$ cat src/rtl/wt_pkg.sv
package wt_pkg;
   // Register addresses; rate bytes follow RATE_BASE, most significant first
   localparam int unsigned CTRL_ADDR = 0;
   localparam int unsigned STAT_ADDR = 1;
   localparam int unsigned RATE_BASE = 2;

   // Control register layout, bit 0 at the bottom
   typedef struct packed {
      logic irq_en;
      logic src_bus;
      logic run;
   } ctrl_t;

   localparam int unsigned CTRL_W = $bits(ctrl_t);
endpackage

$ cat src/rtl/wt_regs.sv
module wt_regs
   import wt_pkg::*;
#(
   parameter int unsigned RATE_W = 16,
   parameter int unsigned DATA_W = 8,
   parameter int unsigned ADDR_W = 2
) (
   input  logic              clk,
   input  logic              rst_n,
   input  logic [ADDR_W-1:0] bus_addr,
   input  logic              bus_we,
   input  logic [DATA_W-1:0] bus_wdata,
   input  logic              expire,
   output ctrl_t             ctrl,
   output logic [RATE_W-1:0] rate,
   output logic              flag,
   output logic [DATA_W-1:0] bus_rdata
);
   localparam int unsigned NBYTES = RATE_W / DATA_W;

   // elaboration-time configuration checks
   if (RATE_W % DATA_W != 0) begin : g_bad_lane_split
      initial $fatal(1, "RATE_W must be a whole number of data bytes");
   end
   if (CTRL_W > DATA_W) begin : g_bad_ctrl_width
      initial $fatal(1, "control fields do not fit one data word");
   end
   if ((1 << ADDR_W) < (RATE_BASE + NBYTES)) begin : g_bad_addr_width
      initial $fatal(1, "ADDR_W too narrow for the register map");
   end

   logic ctrl_hit;
   logic stat_hit;
   logic [DATA_W-1:0] lane_data [NBYTES];

   assign ctrl_hit = bus_we && (bus_addr == ADDR_W'(CTRL_ADDR));
   assign stat_hit = bus_we && (bus_addr == ADDR_W'(STAT_ADDR));

   always_ff @(posedge clk) begin
      if (!rst_n)
         ctrl <= '0;
      else if (ctrl_hit)
         ctrl <= ctrl_t'(bus_wdata[CTRL_W-1:0]);
   end

   // expiry has priority over a clearing write on the same edge
   always_ff @(posedge clk) begin
      if (!rst_n)
         flag <= 1'b0;
      else if (expire)
         flag <= 1'b1;
      else if (stat_hit && bus_wdata[0])
         flag <= 1'b0;
   end

   // one byte lane per rate slice, lane 0 holding the top byte
   for (genvar i = 0; i < NBYTES; i++) begin : g_lane
      localparam int unsigned LSB = RATE_W - (i + 1) * DATA_W;
      logic              hit;
      logic [DATA_W-1:0] lane_q;

      assign hit = bus_we && !ctrl.run && (bus_addr == ADDR_W'(RATE_BASE + i));

      always_ff @(posedge clk) begin
         if (!rst_n)
            lane_q <= '0;
         else if (hit)
            lane_q <= bus_wdata;
      end

      assign rate[LSB +: DATA_W] = lane_q;
      assign lane_data[i]        = lane_q;
   end

   always_comb begin
      bus_rdata = '0;
      if (bus_addr == ADDR_W'(CTRL_ADDR))
         bus_rdata = DATA_W'(ctrl);
      if (bus_addr == ADDR_W'(STAT_ADDR))
         bus_rdata = DATA_W'(flag);
      for (int i = 0; i < NBYTES; i++) begin
         if (bus_addr == ADDR_W'(RATE_BASE + i))
            bus_rdata = lane_data[i];
      end
   end
endmodule

$ cat src/rtl/wt_timebase.sv
module wt_timebase (
   input  logic src_bus,
   input  logic slow_tick,
   output logic tick
);
   // bus clock: every cycle counts; otherwise only slow enable pulses
   always_comb begin
      if (src_bus)
         tick = 1'b1;
      else
         tick = slow_tick;
   end
endmodule

$ cat src/rtl/wt_period_cnt.sv
module wt_period_cnt #(
   parameter int unsigned RATE_W = 16
) (
   input  logic              clk,
   input  logic              rst_n,
   input  logic              run,
   input  logic              tick,
   input  logic [RATE_W-1:0] rate,
   output logic [RATE_W:0]   cnt,
   output logic              expire
);
   localparam int unsigned CNT_W = RATE_W + 1;

   logic [CNT_W-1:0] limit;
   logic             at_end;

   // period of 2*(rate+1) ticks means terminal count 2*rate+1
   assign limit  = {rate, 1'b1};
   assign at_end = (cnt == limit);
   assign expire = run && tick && at_end;

   always_ff @(posedge clk) begin
      if (!rst_n)
         cnt <= '0;
      else if (!run)
         cnt <= '0;
      else if (tick) begin
         if (at_end)
            cnt <= '0;
         else
            cnt <= cnt + CNT_W'(1);
      end
   end
endmodule

$ cat src/rtl/wake_tick_timer.sv
module wake_tick_timer
   import wt_pkg::*;
#(
   parameter int unsigned RATE_W = 16,
   parameter int unsigned DATA_W = 8,
   parameter int unsigned ADDR_W = 2
) (
   input  logic              clk,
   input  logic              rst_n,
   input  logic              slow_tick,
   input  logic [ADDR_W-1:0] bus_addr,
   input  logic              bus_we,
   input  logic [DATA_W-1:0] bus_wdata,
   output logic [DATA_W-1:0] bus_rdata,
   output logic              irq
);
   ctrl_t             ctrl;
   logic [RATE_W-1:0] rate;
   logic [RATE_W:0]   cnt;
   logic              flag;
   logic              tick;
   logic              expire;

   wt_regs #(
      .RATE_W (RATE_W),
      .DATA_W (DATA_W),
      .ADDR_W (ADDR_W)
   ) u_regs (
      .clk       (clk),
      .rst_n     (rst_n),
      .bus_addr  (bus_addr),
      .bus_we    (bus_we),
      .bus_wdata (bus_wdata),
      .expire    (expire),
      .ctrl      (ctrl),
      .rate      (rate),
      .flag      (flag),
      .bus_rdata (bus_rdata)
   );

   wt_timebase u_tb (
      .src_bus   (ctrl.src_bus),
      .slow_tick (slow_tick),
      .tick      (tick)
   );

   wt_period_cnt #(
      .RATE_W (RATE_W)
   ) u_cnt (
      .clk    (clk),
      .rst_n  (rst_n),
      .run    (ctrl.run),
      .tick   (tick),
      .rate   (rate),
      .cnt    (cnt),
      .expire (expire)
   );

   assign irq = flag && ctrl.irq_en;
endmodule

$ cat config.mk
export PLATFORM = sky130hd
export DESIGN_NAME = wake_tick_timer
export DESIGN_NICKNAME = d
export VERILOG_FILES = /design/src/rtl/wt_pkg.sv /design/src/rtl/wt_regs.sv /design/src/rtl/wt_timebase.sv /design/src/rtl/wt_period_cnt.sv /design/src/rtl/wake_tick_timer.sv
export SDC_FILE = /design/constraint.sdc
export NUM_CORES = 1
export LEC_CHECK = 0
export ABC_AREA = 1
export BUFFER_PORTS_ARGS = -buffer_cell sky130_fd_sc_hd__buf_4
export CORE_ASPECT_RATIO = 0.75
export CORE_MARGIN = 1
export CORE_UTILIZATION = 55
export CTS_BUF_LIST = sky130_fd_sc_hd__clkbuf_2 sky130_fd_sc_hd__clkbuf_4 sky130_fd_sc_hd__clkbuf_8
export DETAILED_ROUTE_END_ITERATION = 8
export PLACE_DENSITY = 0.76
export SLEW_MARGIN = 20
export SYNTH_ARGS = -nofsm -noshare
export SYNTH_HDL_FRONTEND = slang
export SYNTH_HIERARCHICAL = 1
export SYNTH_SLANG_ARGS = --single-unit
export TNS_END_PERCENT = 1
$ cat constraint.sdc
create_clock -name clk -period 2.5 [get_ports clk]
set_input_delay 0.25 -clock clk [delete_from_list [all_inputs] [get_ports clk]]
set_output_delay 0.25 -clock clk [all_outputs]
set_load 0.005 [all_outputs]
======== Word level (Yosys, flattened, before mapping) ========
Index checks and enable logic that the tools add are counted.
cells by class
  $add $sub $neg .......................... 1
  equal/unequal tests ..................... 4
  mux-type cells .......................... 8
  reduce and logical (&&, ||, !) cells .... 13
operator list
  kind                                           number
  adder 17 x 1 -> 17 bit, second input constant  1
  == test 17 bit                                 1
  two-way mux 17 bit                             1
  two-way mux 8 bit                              2
  logical AND 1 bit                              9
  two-way mux 3 bit                              2
  == test 2 bit, second input constant           2
  two-way mux 1 bit                              3
  == test 2 x 1 -> 1 bit, second input constant  1
  logical NOT 2 bit                              1
  AND reduction 2 bit                            1
  nonzero test 2 bit                             1
  logical NOT 1 bit                              1
storage, ports and cells
  register bits after elaboration ......... 37
  input bits .............................. 14
  output and inout bits ................... 9
  logic and storage cells ................. 33

======== Depth between registers and ports, before layout ========
Gate-level depths: netlist of the first run.
  depth in word-level cells ............... 5
  mapped depth ............................ 12
  mapped depth without buffers ............ 12

======== Hierarchy ========
Netlist of the first run, hierarchy kept.
by module, submodules not included
  module           instances  cells an instance  area an instance (µm²)  seq. area each (µm²)
  wt_period_cnt    1          194                1123.6                  340.3
  wt_regs          1          146                949.7                   400.4
  wt_timebase      1          3                  11.3                    0.0
  wake_tick_timer  1          2                  7.5                     0.0

======== Worst setup path before layout of the first run ========
Ideal clock, no wire load.
  path kind ............................... reg2reg
  start point ............................. reg, netlist name u_regs/ctrl[1]
  end point ............................... reg u_cnt.cnt[1]
  library setup time ...................... 0.117 ns
  arrival ................................. 1.251 ns
  data required time ...................... 2.383 ns
  slack ................................... 1.132 ns
  stages on the path, launching flop included .. 13
  buffers on the path ..................... 1
  clock period less this slack ............ 1.368 ns
  cell sequence ........................... dfxtp_1 -> inv_1 -> nand2_1 -> nand2_1 -> inv_1 -> nand2_1 -> nor2_1 -> nand2_1 -> nor2_1 -> nand3_2 -> nand2_4 -> buf_6 -> nor2_1
on the way
  word-level cells in the longest chain between the ends .. 1
ends and longest elaborated chain
  element               RTL line               RTL
  two-way mux 1 bit     wt_timebase.sv:8       if (src_bus)
  via tick              wake_tick_timer.sv:21  logic tick;
  end signal, assigned  wt_period_cnt.sv:31    cnt <= cnt + CNT_W'(1);
  end, declared         wt_period_cnt.sv:9     output logic [RATE_W:0] cnt,
The timed path passes the listed nets, and every way through them passes these cells.
A chain may end at the register's enable or synchronous reset.

======== Final worst setup path of the first run ========
  start point ............................. reg, netlist name u_regs/ctrl[1]
  end point ............................... reg u_cnt.cnt[11]
on the way
  word-level cells in the longest chain between the ends .. 1
ends and longest elaborated chain
  element            RTL line
  two-way mux 1 bit  wt_timebase.sv:8
  via tick           wake_tick_timer.sv:21
The timed path passes the listed nets, and every way through them passes these cells.

==> flow_metrics.env, run 1 <==
export IMPL_place_gp_congestion=0.856
export IMPL_synth_xor_area_frac=0.0377
export IMPL_muxShareOfSynthArea=0
export IMPL_drv_cap=0
export IMPL_cts_tree="yes"
export IMPL_place_port_buffers=22
export IMPL_post_cts_setup_buffers=0
export IMPL_cp_common_cell="nand2_1"
export IMPL_cp_start_kind="flip-flop"
export IMPL_fin_crit_ns=1.52
export IMPL_status="completed"
export IMPL_rsz0062_at_grt="no"
export IMPL_post_drt_via_cell_ratio=4.80
export IMPL_cellPowerDensity_nw_per_um2=492
export IMPL_cp_end_kind="flip-flop"
export IMPL_worst_ep_required_time_ns=2.68
export IMPL_area_growth_syn_to_layout_pct=13.3
export IMPL_insertion_delay_ns=0.29
export IMPL_synth_seq_cells=37
export IMPL_cts_resized=0
export IMPL_synth_fa_ha_area_frac=0.00598
export IMPL_core_sq_um=3640
export IMPL_die_area_sq_um=4060
export IMPL_dr_pass1_iters=4
export IMPL_vias=2027
export IMPL_synth_most_common_cell="nand2_1"
export IMPL_drc=0
export IMPL_yosysSeqAreaShare=0.354
export IMPL_synth_edf_count=0
export IMPL_synth_top_family_by_area="simple AND/OR/NAND/NOR gates"
export IMPL_path_clk_slew_ns=0.07
export IMPL_fp_row_count=19
export IMPL_setup_viol=0
export IMPL_cpPeakStageDelay_ns=0.34
export IMPL_synth_common_cells="nand2_1, nor2_1, inv_1, dfxtp_1, nand3_1"
export IMPL_syn_nets=360
export IMPL_synthFlopType="dfxtp_1"
export IMPL_drt_initial_drc_count=152
export IMPL_diodes=0
export IMPL_fin_skew_ns=0.00625
export IMPL_ir_worst_vdd_uv=353
export IMPL_synthTopCellsByArea="dfxtp_1, nand2_1, nor2_1, inv_1, nand3_1"
export IMPL_cts_root_buf="clkbuf_8"
export IMPL_crit_arrival_ns=1.70
export IMPL_grt_pass1_wl_mm=8.15
export IMPL_multi_input_area_sq_um=1100
export IMPL_tns_ns=0
export IMPL_p_leak_nw=1.11
export IMPL_worst_pin_slew_ns=0.632
export IMPL_path_cells="inv_1, nand2_1, nand2_1, inv_1, nand2_1, nor2_1, nand2_1, nor2_1, nand3_2, nand2_4, nor2_1"
export IMPL_clock_sinks=37
export IMPL_yosys_warnings=6
export IMPL_die_x_microns=73.2
export IMPL_crit_start="u_regs/ctrl[1]"
export IMPL_seq_area_sq_um=741
export IMPL_crit_slowest_cell="dfxtp_1"
export IMPL_final_hold_viol_count=0
export IMPL_boundaryPins=23
export IMPL_synthDistinctLibCells=23
export IMPL_fmax_mhz=656
export IMPL_die_h_microns=55.4
export IMPL_holdCritStartpoint="bus_wdata[0]"
export IMPL_slew_headroom=0.577
export IMPL_holdBufCountCts=0
export IMPL_drive_gt1_frac=0.114
export IMPL_fillers=352
export IMPL_worstReg2RegStart="u_regs/ctrl[1]"
export IMPL_antenna_found_initial=0
export IMPL_place_hpwl_mm=3.59
export IMPL_timing_final_crit_share=0.609
export IMPL_avgSynthCellArea_sq_um=6.06
export IMPL_timing_hold_ws_ns=0.250
export IMPL_wl_mm=4.69
export IMPL_critical_path_max_fanout=16
export IMPL_overflow=0
export IMPL_nets=384
export IMPL_htree_levels=2
export IMPL_hp_class="primary input to flip-flop"
export IMPL_yosysTopAreaCell="dfxtp_1"
export IMPL_synth_top_cell_area_share=0.354
export IMPL_global_route_usage_total=0.261
export IMPL_synth_compound_area_frac=0.0472
export IMPL_postRouteAntennaNets=0
export IMPL_wire_per_inst_microns=11.1
export IMPL_slew_viol_final=0
export IMPL_syn_area_sq_um=2090
export IMPL_r2r_slack_ns=0.98
export IMPL_async_flop_share=0
export IMPL_first_global_vias=1798
export IMPL_numCtsBuffers=5
export IMPL_synthCells=345
export IMPL_synth_simple_area_share=0.435
export IMPL_initial_core_util=0.575
export IMPL_grt_max_degree=22
export IMPL_clock_path_buffers=2
export IMPL_critPathKind="flip-flop to flip-flop"
## worst max-delay path: cells and delay by family, from the launching register on
kind	cells	cell delay, ns
flops	1	0.34
simple gates	9	0.94
buf+inv	2	0.13
## through the flow
step	power [W]	cell area (sq um)	setup WS [ns]	instances	utilization
after floorplan	0.000723	2090	1.13	345	-
after global placement	0.000768	2280	1.06	414	0.628
after detailed placement	0.000770	2280	0.986	414	0.628
after CTS	0.00117	2370	0.970	422	0.652
after global routing	0.00123	2370	0.736	422	0.652
final	0.00117	2370	0.976	422	0.652
## registers in the layout, indices dropped and copies added (netlist names)
name,cells
u_regs/ctrl,3
u_cnt/cnt,17
u_regs/g_lane.lane_q,16
u_regs/flag,1
## per-layer routing
layer	vias to the layer above	part of all wire	track usage
li1	1075	-	-
met1	908	0.51	0.385
met2	40	0.43	0.384
met3	4	0.048	0.0657
met4	0	0.0064	0.0504
met5	-	0	0
## power breakdown
| part | total [W] | leakage (nW) | switching (W) | internal, W |
|---|---|---|---|---|
| clock network | 0.000408 | 0.0484 | 0.000204 | 0.000204 |
| logic | 0.000134 | 0.762 | 0.0000784 | 0.0000552 |
| registers | 0.000624 | 0.300 | 0.0000184 | 0.000606 |
| total | 0.00117 | 1.11 | 0.000301 | 0.000865 |
## final cells by class
cell class / count / share of cell area
Clock buffer: 6 / 0.0322
Inverter: 57 / 0.0902
Timing Repair Buffer: 22 / 0.0697
Clock inverter: 2 / 0.00422
Multi-Input combinational cell: 246 / 0.464
Tap cell: 52 / 0.0274
Sequential cell: 37 / 0.312
## cell usage in the layout (no fill, tap or decap), types with 5 or more instances in the layout
cell,n
nand2_1,113
nor2_1,72
inv_1,57
dfxtp_1,37
buf_4,22
nand3_1,16
o21ai_0,10
xor2_1,7
nor2_2,6
clkbuf_8,5
nand4_1,5
a22o_1,5
## path summary, 6_finish.rpt
path / to / depth (start not counted)
worst max-delay path: u_cnt/cnt[11] / 11
worst min-delay path: u_regs/ctrl[0] / 3
worst max register to register: u_cnt/cnt[11] / 11
worst min register to register: u_regs/flag / 2
## cell families after synthesis
kind of cell | count (synthesis)
compound gates | 16
xor+xnor | 9
fa+ha+maj | 1
buf+inv | 62
flops | 37
simple gates | 220
Power figures use the tool's default switching activity.
==> inputs of run 2 (changes only) <==
--- a/config.mk
+++ b/config.mk
@@ -12,7 +12,7 @@
 export CORE_UTILIZATION = 55
 export CTS_BUF_LIST = sky130_fd_sc_hd__clkbuf_2 sky130_fd_sc_hd__clkbuf_4 sky130_fd_sc_hd__clkbuf_8
 export DETAILED_ROUTE_END_ITERATION = 8
-export PLACE_DENSITY = 0.76
+export PLACE_DENSITY = 0.79
 export SLEW_MARGIN = 20
 export SYNTH_ARGS = -nofsm -noshare
 export SYNTH_HDL_FRONTEND = slang
==> constraint.sdc (replaced) <==
create_clock -name clk -period 1.3 [get_ports clk]
set_input_delay 0.13 -clock clk [delete_from_list [all_inputs] [get_ports clk]]
set_output_delay 0.13 -clock clk [all_outputs]
set_load 0.005 [all_outputs]
==> run 2 against run 1 <==
Effect of this change:
- the run now ends with setup timing left
- critical endpoint is now u_cnt/cnt[5]
- worst setup slack lost 1.1 ns
- final cell count grew 6.2%
- clock power grew 110%
- via count grew 7.6%
- cell area grew 13%
- first-iteration DRC count shrank 9.2%
- sequential power grew 92%
- highest routed layer unchanged
==> flow_metrics.env, run 2 (synthesized netlist as in run 1, its figures left out) <==
export IMPL_diodes=0
export IMPL_cts_root_buf="clkbuf_8"
export IMPL_insertion_delay_ns=0.30
export IMPL_boundaryPins=23
export IMPL_cp_end_kind="flip-flop"
export IMPL_place_port_buffers=22
export IMPL_place_gp_congestion=0.865
export IMPL_global_route_usage_total=0.281
export IMPL_postRouteAntennaNets=0
export IMPL_grt_util_met3=0.0821
export IMPL_clock_path_buffers=2
export IMPL_fin_crit_ns=1.39
export IMPL_die_area_sq_um=4060
export IMPL_fin_skew_ns=0.00444
export IMPL_nets=411
export IMPL_setup_viol=18
export IMPL_cts_tree="yes"
export IMPL_rsz0062_at_grt="yes"
export IMPL_r2r_slack_ns=-0.09
export IMPL_cellPowerDensity_nw_per_um2=883
export IMPL_crit_arrival_ns=1.58
export IMPL_largest_register_ffs=17
export IMPL_met2_usage=0.423
export IMPL_ir_worst_vdd_uv=671
export IMPL_drive_gt1_frac=0.237
export IMPL_cp_start_kind="flip-flop"
export IMPL_crit_start="u_cnt/cnt[12]"
export IMPL_core_sq_um=3640
export IMPL_layout_common_cells="nand2_1, nor2_1, inv_1"
export IMPL_holdBufCountCts=0
export IMPL_path_clk_slew_ns=0.07
export IMPL_die_h_microns=55.4
export IMPL_worstReg2RegStart="u_cnt/cnt[12]"
export IMPL_drv_cap=0
export IMPL_post_place_ws_ns=-0.0775
export IMPL_numCtsBuffers=5
export IMPL_place_hpwl_mm=3.89
export IMPL_violations="setup timing"
export IMPL_critical_path_endpoint="u_cnt/cnt[5]"
export IMPL_final_hold_viol_count=0
export IMPL_die_x_microns=73.2
export IMPL_drc=0
export IMPL_total_power_w=0.00237
export IMPL_wire_per_inst_microns=11.8
export IMPL_htree_levels=2
export IMPL_fin_ws_ns=-0.0867
export IMPL_critical_path_max_fanout=16
export IMPL_r2r_cells=9
export IMPL_status="complete, but fails checks"
export IMPL_worst_ep_required_time_ns=1.49
export IMPL_slew_headroom=0.717
export IMPL_timing_final_crit_share=1.07
export IMPL_fmax_mhz=721
export IMPL_busiest_layer="met2"
export IMPL_grt_pass1_wl_mm=8.60
export IMPL_slew_viol_final=0
export IMPL_clock_sinks=37
export IMPL_initial_core_util=0.575
export IMPL_drt_initial_drc_count=138
export IMPL_wl_mm=5.30
export IMPL_final_util=0.736
export IMPL_dr_pass1_iters=4
export IMPL_p_leak_nw=1.26
export IMPL_first_global_vias=1962
export IMPL_tns_ns=-1.32
export IMPL_worst_pin_slew_ns=0.424
export IMPL_area_growth_syn_to_layout_pct=28.1
export IMPL_overflow=0
export IMPL_antenna_found_initial=0
export IMPL_hp_class="primary input to flip-flop"
export IMPL_post_drt_via_cell_ratio=4.87
export IMPL_regMostFlops="u_cnt/cnt"
export IMPL_grt_max_degree=22
export IMPL_r2r_end="u_cnt/cnt[5]"
export IMPL_vias=2181
export IMPL_fp_row_count=19
export IMPL_grt_use_met1=0.394
export IMPL_top_regs="u_cnt/cnt (17), u_regs/g_lane.lane_q (16), u_regs/ctrl (3)"
export IMPL_final_common_cell="nand2_1"
export IMPL_critPathKind="flip-flop to flip-flop"
[run 2: changes by cell type in the layout (fill, tap and decap cells not counted), sizes merged]
cell,previous run,this run
buf,22,49
clkbuf,6,7
clkinv,2,0
[run 2: timing repair]
action | CTS | global route
endpoints found under the hold margin | 0 | 0
setup buffers | 6 | 0
resized for setup | 7 | 26
endpoints found under the setup margin | 17 | 19
pin swaps | 8 | 9
[run 2: how the worst min path moves through the flow]
stage,startpoint,end,slack (ns),depth (start not counted)
after global placement,bus_wdata[2],u_regs/ctrl[2],0.41,3
after floorplan,rst_n,u_cnt/cnt[0],0.29,2
after CTS,bus_wdata[0],u_regs/ctrl[0],0.10,3
after global routing,bus_wdata[1],u_regs/ctrl[1],0.13,3
final,bus_wdata[0],u_regs/ctrl[0],0.11,3
after detailed placement,bus_wdata[0],u_regs/ctrl[0],0.41,3
[run 2: area by class of cell]
class,instances,area [sq um]
multi-input combinational,246,1180
timing repair buffer,49,372
fill,338,958
inverter,57,214
tap,52,65.1
clock buffer,7,90.1
sequential,37,754
[run 2: metrics by stage]
| stage | hold WS, ns | std cells | instance area, sq um |
|---|---|---|---|
| after floorplan | 0.286 | 345 | 2100 |
| after global placement | 0.406 | 435 | 2450 |
| after detailed placement | 0.412 | 435 | 2450 |
| after CTS | 0.105 | 448 | 2610 |
| after global routing | 0.129 | 448 | 2680 |
| final | 0.107 | 448 | 2680 |
[run 2: metal layers]
metal | routed length, microns | part of all wire
met1 | 2520 | 0.48
met2 | 2330 | 0.44
met3 | 385 | 0.073
met4 | 67 | 0.013
met5 | 0 | 0
[run 2: where the power goes]
part	switching (W)	internal, W	total, W
Clock	0.000413	0.000442	0.000854
Sequential	0.0000331	0.00116	0.00120
Combinational	0.000177	0.000136	0.000314
[run 2: critical path, cell delays in order (launching register included)]
cell     delay [ns]
dfxtp_2        0.34
inv_1          0.09
nand2_2        0.08
nand2_1        0.07
nor2_2         0.12
nand2_1        0.08
nor2_2         0.16
nand3_4        0.12
nand2_8        0.14
nor2_1         0.06
==> inputs of run 3 (changes only) <==
--- a/config.mk
+++ b/config.mk
@@ -9,10 +9,10 @@
 export BUFFER_PORTS_ARGS = -buffer_cell sky130_fd_sc_hd__buf_4
 export CORE_ASPECT_RATIO = 0.75
 export CORE_MARGIN = 1
-export CORE_UTILIZATION = 55
+export CORE_UTILIZATION = 49
 export CTS_BUF_LIST = sky130_fd_sc_hd__clkbuf_2 sky130_fd_sc_hd__clkbuf_4 sky130_fd_sc_hd__clkbuf_8
 export DETAILED_ROUTE_END_ITERATION = 8
-export PLACE_DENSITY = 0.79
+export PLACE_DENSITY = 0.71
 export SLEW_MARGIN = 20
 export SYNTH_ARGS = -nofsm -noshare
 export SYNTH_HDL_FRONTEND = slang
==> constraint.sdc (replaced) <==
create_clock -name clk -period 1.3 [get_ports clk]
set_input_delay 0.13 -clock clk [delete_from_list [all_inputs] [get_ports clk]]
set_output_delay 0.13 -clock clk [all_outputs]
set_load 0.01 [all_outputs]
==> run 3 against run 2 <==
Effect of this change:
- the flow still finishes with violations (setup timing)
- final cell count increased by 1.8%
- flip-flop and latch count unchanged
- sequential power about the same
- critical path depth increased by 3
- first-iteration DRC count decreased by 6.5%
- cell area increased by 0.98%
- maximum frequency decreased by 1.5%
- count of clock-buffer cells in the layout unchanged
- die area increased by 12%
- via count decreased by 0.46%
- clock power decreased by 0.7%
- largest power group unchanged
- highest routed layer unchanged
==> flow_metrics.env, run 3 (synthesized netlist as in run 1, its figures left out) <==
export IMPL_die_h_microns=58.6
export IMPL_regMostFlops="u_cnt/cnt"
export IMPL_largest_register_ffs=17
export IMPL_drive_gt1_frac=0.239
export IMPL_critPathKind="flip-flop to flip-flop"
export IMPL_fp_row_count=20
export IMPL_worstReg2RegStart="u_regs/ctrl[1]"
export IMPL_hold_path_end="u_regs/ctrl[1]"
export IMPL_crit_slowest_cell="dfxtp_2"
export IMPL_final_hold_viol_count=0
export IMPL_p_leak_nw=1.28
export IMPL_numCtsBuffers=5
export IMPL_diodes=0
export IMPL_violations="setup timing"
export IMPL_grt_pass1_wl_mm=8.82
export IMPL_hp_class="primary input to flip-flop"
export IMPL_slew_viol_final=0
export IMPL_r2r_end="u_regs/flag"
export IMPL_drv_cap=0
export IMPL_clock_sinks=37
export IMPL_insertion_delay_ns=0.29
export IMPL_post_drt_via_cell_ratio=4.76
export IMPL_layout_common_cells="nand2_1, nor2_1, inv_1, buf_4, dfxtp_1"
export IMPL_place_gp_congestion=0.933
export IMPL_worst_pin_slew_ns=0.373
export IMPL_fin_skew_ns=0.00459
export IMPL_crit_arrival_ns=1.63
export IMPL_slew_headroom=0.751
export IMPL_cp_end_kind="flip-flop"
export IMPL_fin_crit_ns=1.41
export IMPL_setup_viol=17
export IMPL_fmax_mhz=710
export IMPL_cpPeakStageDelay_ns=0.34
export IMPL_first_global_vias=1968
export IMPL_final_common_cell="nand2_1"
export IMPL_cellPowerDensity_nw_per_um2=875
export IMPL_fin_area_sq_um=2710
export IMPL_rsz0062_at_grt="yes"
export IMPL_overflow=0
export IMPL_vias=2171
export IMPL_htree_levels=2
export IMPL_grt_max_degree=22
export IMPL_power_switching_w=0.000611
export IMPL_wire_per_inst_microns=11.4
export IMPL_p_int_w=0.00176
export IMPL_swShare=0.258
export IMPL_holdPathStages=3
export IMPL_antenna_found_initial=0
export IMPL_tns_ns=-1.55
export IMPL_ir_worst_vdd_uv=576
export IMPL_die_x_microns=77.5
export IMPL_wl_mm=5.21
export IMPL_core_sq_um=4080
export IMPL_total_power_w=0.00237
export IMPL_seqPwrFrac=0.505
export IMPL_postRouteAntennaNets=0
export IMPL_timing_final_crit_share=1.08
export IMPL_holdCritStartpoint="bus_wdata[1]"
export IMPL_area_growth_syn_to_layout_pct=29.3
export IMPL_place_area_sq_um=2510
export IMPL_initial_core_util=0.513
export IMPL_critical_path_max_fanout=4
export IMPL_boundaryPins=23
export IMPL_place_port_buffers=22
export IMPL_post_place_ws_ns=-0.146
export IMPL_cts_root_buf="clkbuf_8"
export IMPL_clkPwrFrac=0.358
export IMPL_drc=0
export IMPL_clock_path_buffers=2
export IMPL_pwr_share_comb=0.136
export IMPL_r2r_cells=12
export IMPL_place_hpwl_mm=3.89
export IMPL_cts_tree="yes"
export IMPL_dr_pass1_iters=4
export IMPL_global_route_usage_total=0.254
export IMPL_path_clk_slew_ns=0.07
export IMPL_fin_ws_ns=-0.108
export IMPL_drt_initial_drc_count=129
export IMPL_worst_ep_required_time_ns=1.52
export IMPL_top_regs="u_cnt/cnt (17), u_regs/g_lane.lane_q (16), u_regs/ctrl (3)"
export IMPL_status="complete, but fails checks"
export IMPL_path_cells="inv_2, nand2_4, nand2_2, inv_2, nand2_2, nor2_1, nand2_1, nor2_1, nand3_2, nor2_2, inv_1, a21oi_1"
export IMPL_r2r_slack_ns=-0.11
export IMPL_cp_start_kind="flip-flop"
export IMPL_nets=416
export IMPL_die_area_sq_um=4540
run 3: cell count changes in the layout (fill, tap and decap cells not counted), moves of 2 or more:
| cell | change |
|---|---|
| dfxtp_2 | +2 |
| inv_1 | -2 |
| nor2_2 | -6 |
| inv_2 | +2 |
| buf_4 | +5 |
| nor2_1 | +5 |
run 3: power by group through the flow:
stage          Clock [W]  Combinational, W  Sequential [W]
2_1_floorplan          0          0.000182         0.00121
3_3_place_gp           0          0.000302         0.00122
3_5_place_dp           0          0.000304         0.00122
4_1_cts         0.000869          0.000319         0.00120
5_1_grt         0.000916          0.000362         0.00120
6_report        0.000848          0.000323         0.00120
run 3: final cells by class:
class / instances / area, sq um
fillers: 391 / 1370
multi-input cells: 246 / 1160
flip-flops and latches: 37 / 753
repair buffers: 54 / 418
inverters: 57 / 214
clock buffers: 7 / 90.1
well taps: 55 / 68.8
run 3: worst max path at each step:
stage,start,to,slack [ns],cells past startpoint
global placement,u_regs/ctrl[1],u_regs/flag,-0.14,12
global route,u_regs/ctrl[1],u_regs/flag,-0.18,12
floorplan,u_regs/ctrl[1],u_cnt/cnt[1],-0.002,12
CTS,u_regs/ctrl[1],u_regs/flag,-0.12,12
detailed placement,u_regs/ctrl[1],u_cnt/cnt[12],-0.15,11
finish,u_regs/ctrl[1],u_regs/flag,-0.11,12
run 3: repair_timing:
action | 4_1_cts | 5_1_grt
buffers inserted | 4 | 1
hold buffers | 0 | 0
gates resized for setup | 5 | 22
pin swaps | 6 | 12
setup endpoints to repair | 18 | 18
run 3: through the flow:
stage                     std cells  hold slack [ns]   util
after floorplan                 345            0.286      -
after global placement          444            0.398  0.616
after detailed placement        444            0.409  0.616
after CTS                       455            0.107  0.649
after global routing            456            0.124  0.663
final                           456            0.111  0.663
run 3: routing by layer:
layer / wire length, microns / vias to the layer above / share of wire / global-route usage
li1: - / 1142 / - / -
met1: 2560 / 970 / 0.49 / 0.351
met2: 2280 / 53 / 0.44 / 0.401
met3: 330 / 6 / 0.063 / 0.0543
met4: 43 / 0 / 0.0083 / 0.0755
met5: 0 / - / 0 / 0
run 3: critical path: cells and delay by family, from the launching register on:
kind / cells / cell delay (ns)
AO/OA/AOI/OAI: 1 / 0.10
buffers and inverters: 3 / 0.15
AND/OR/NAND/NOR: 8 / 0.75
flip-flops: 1 / 0.34
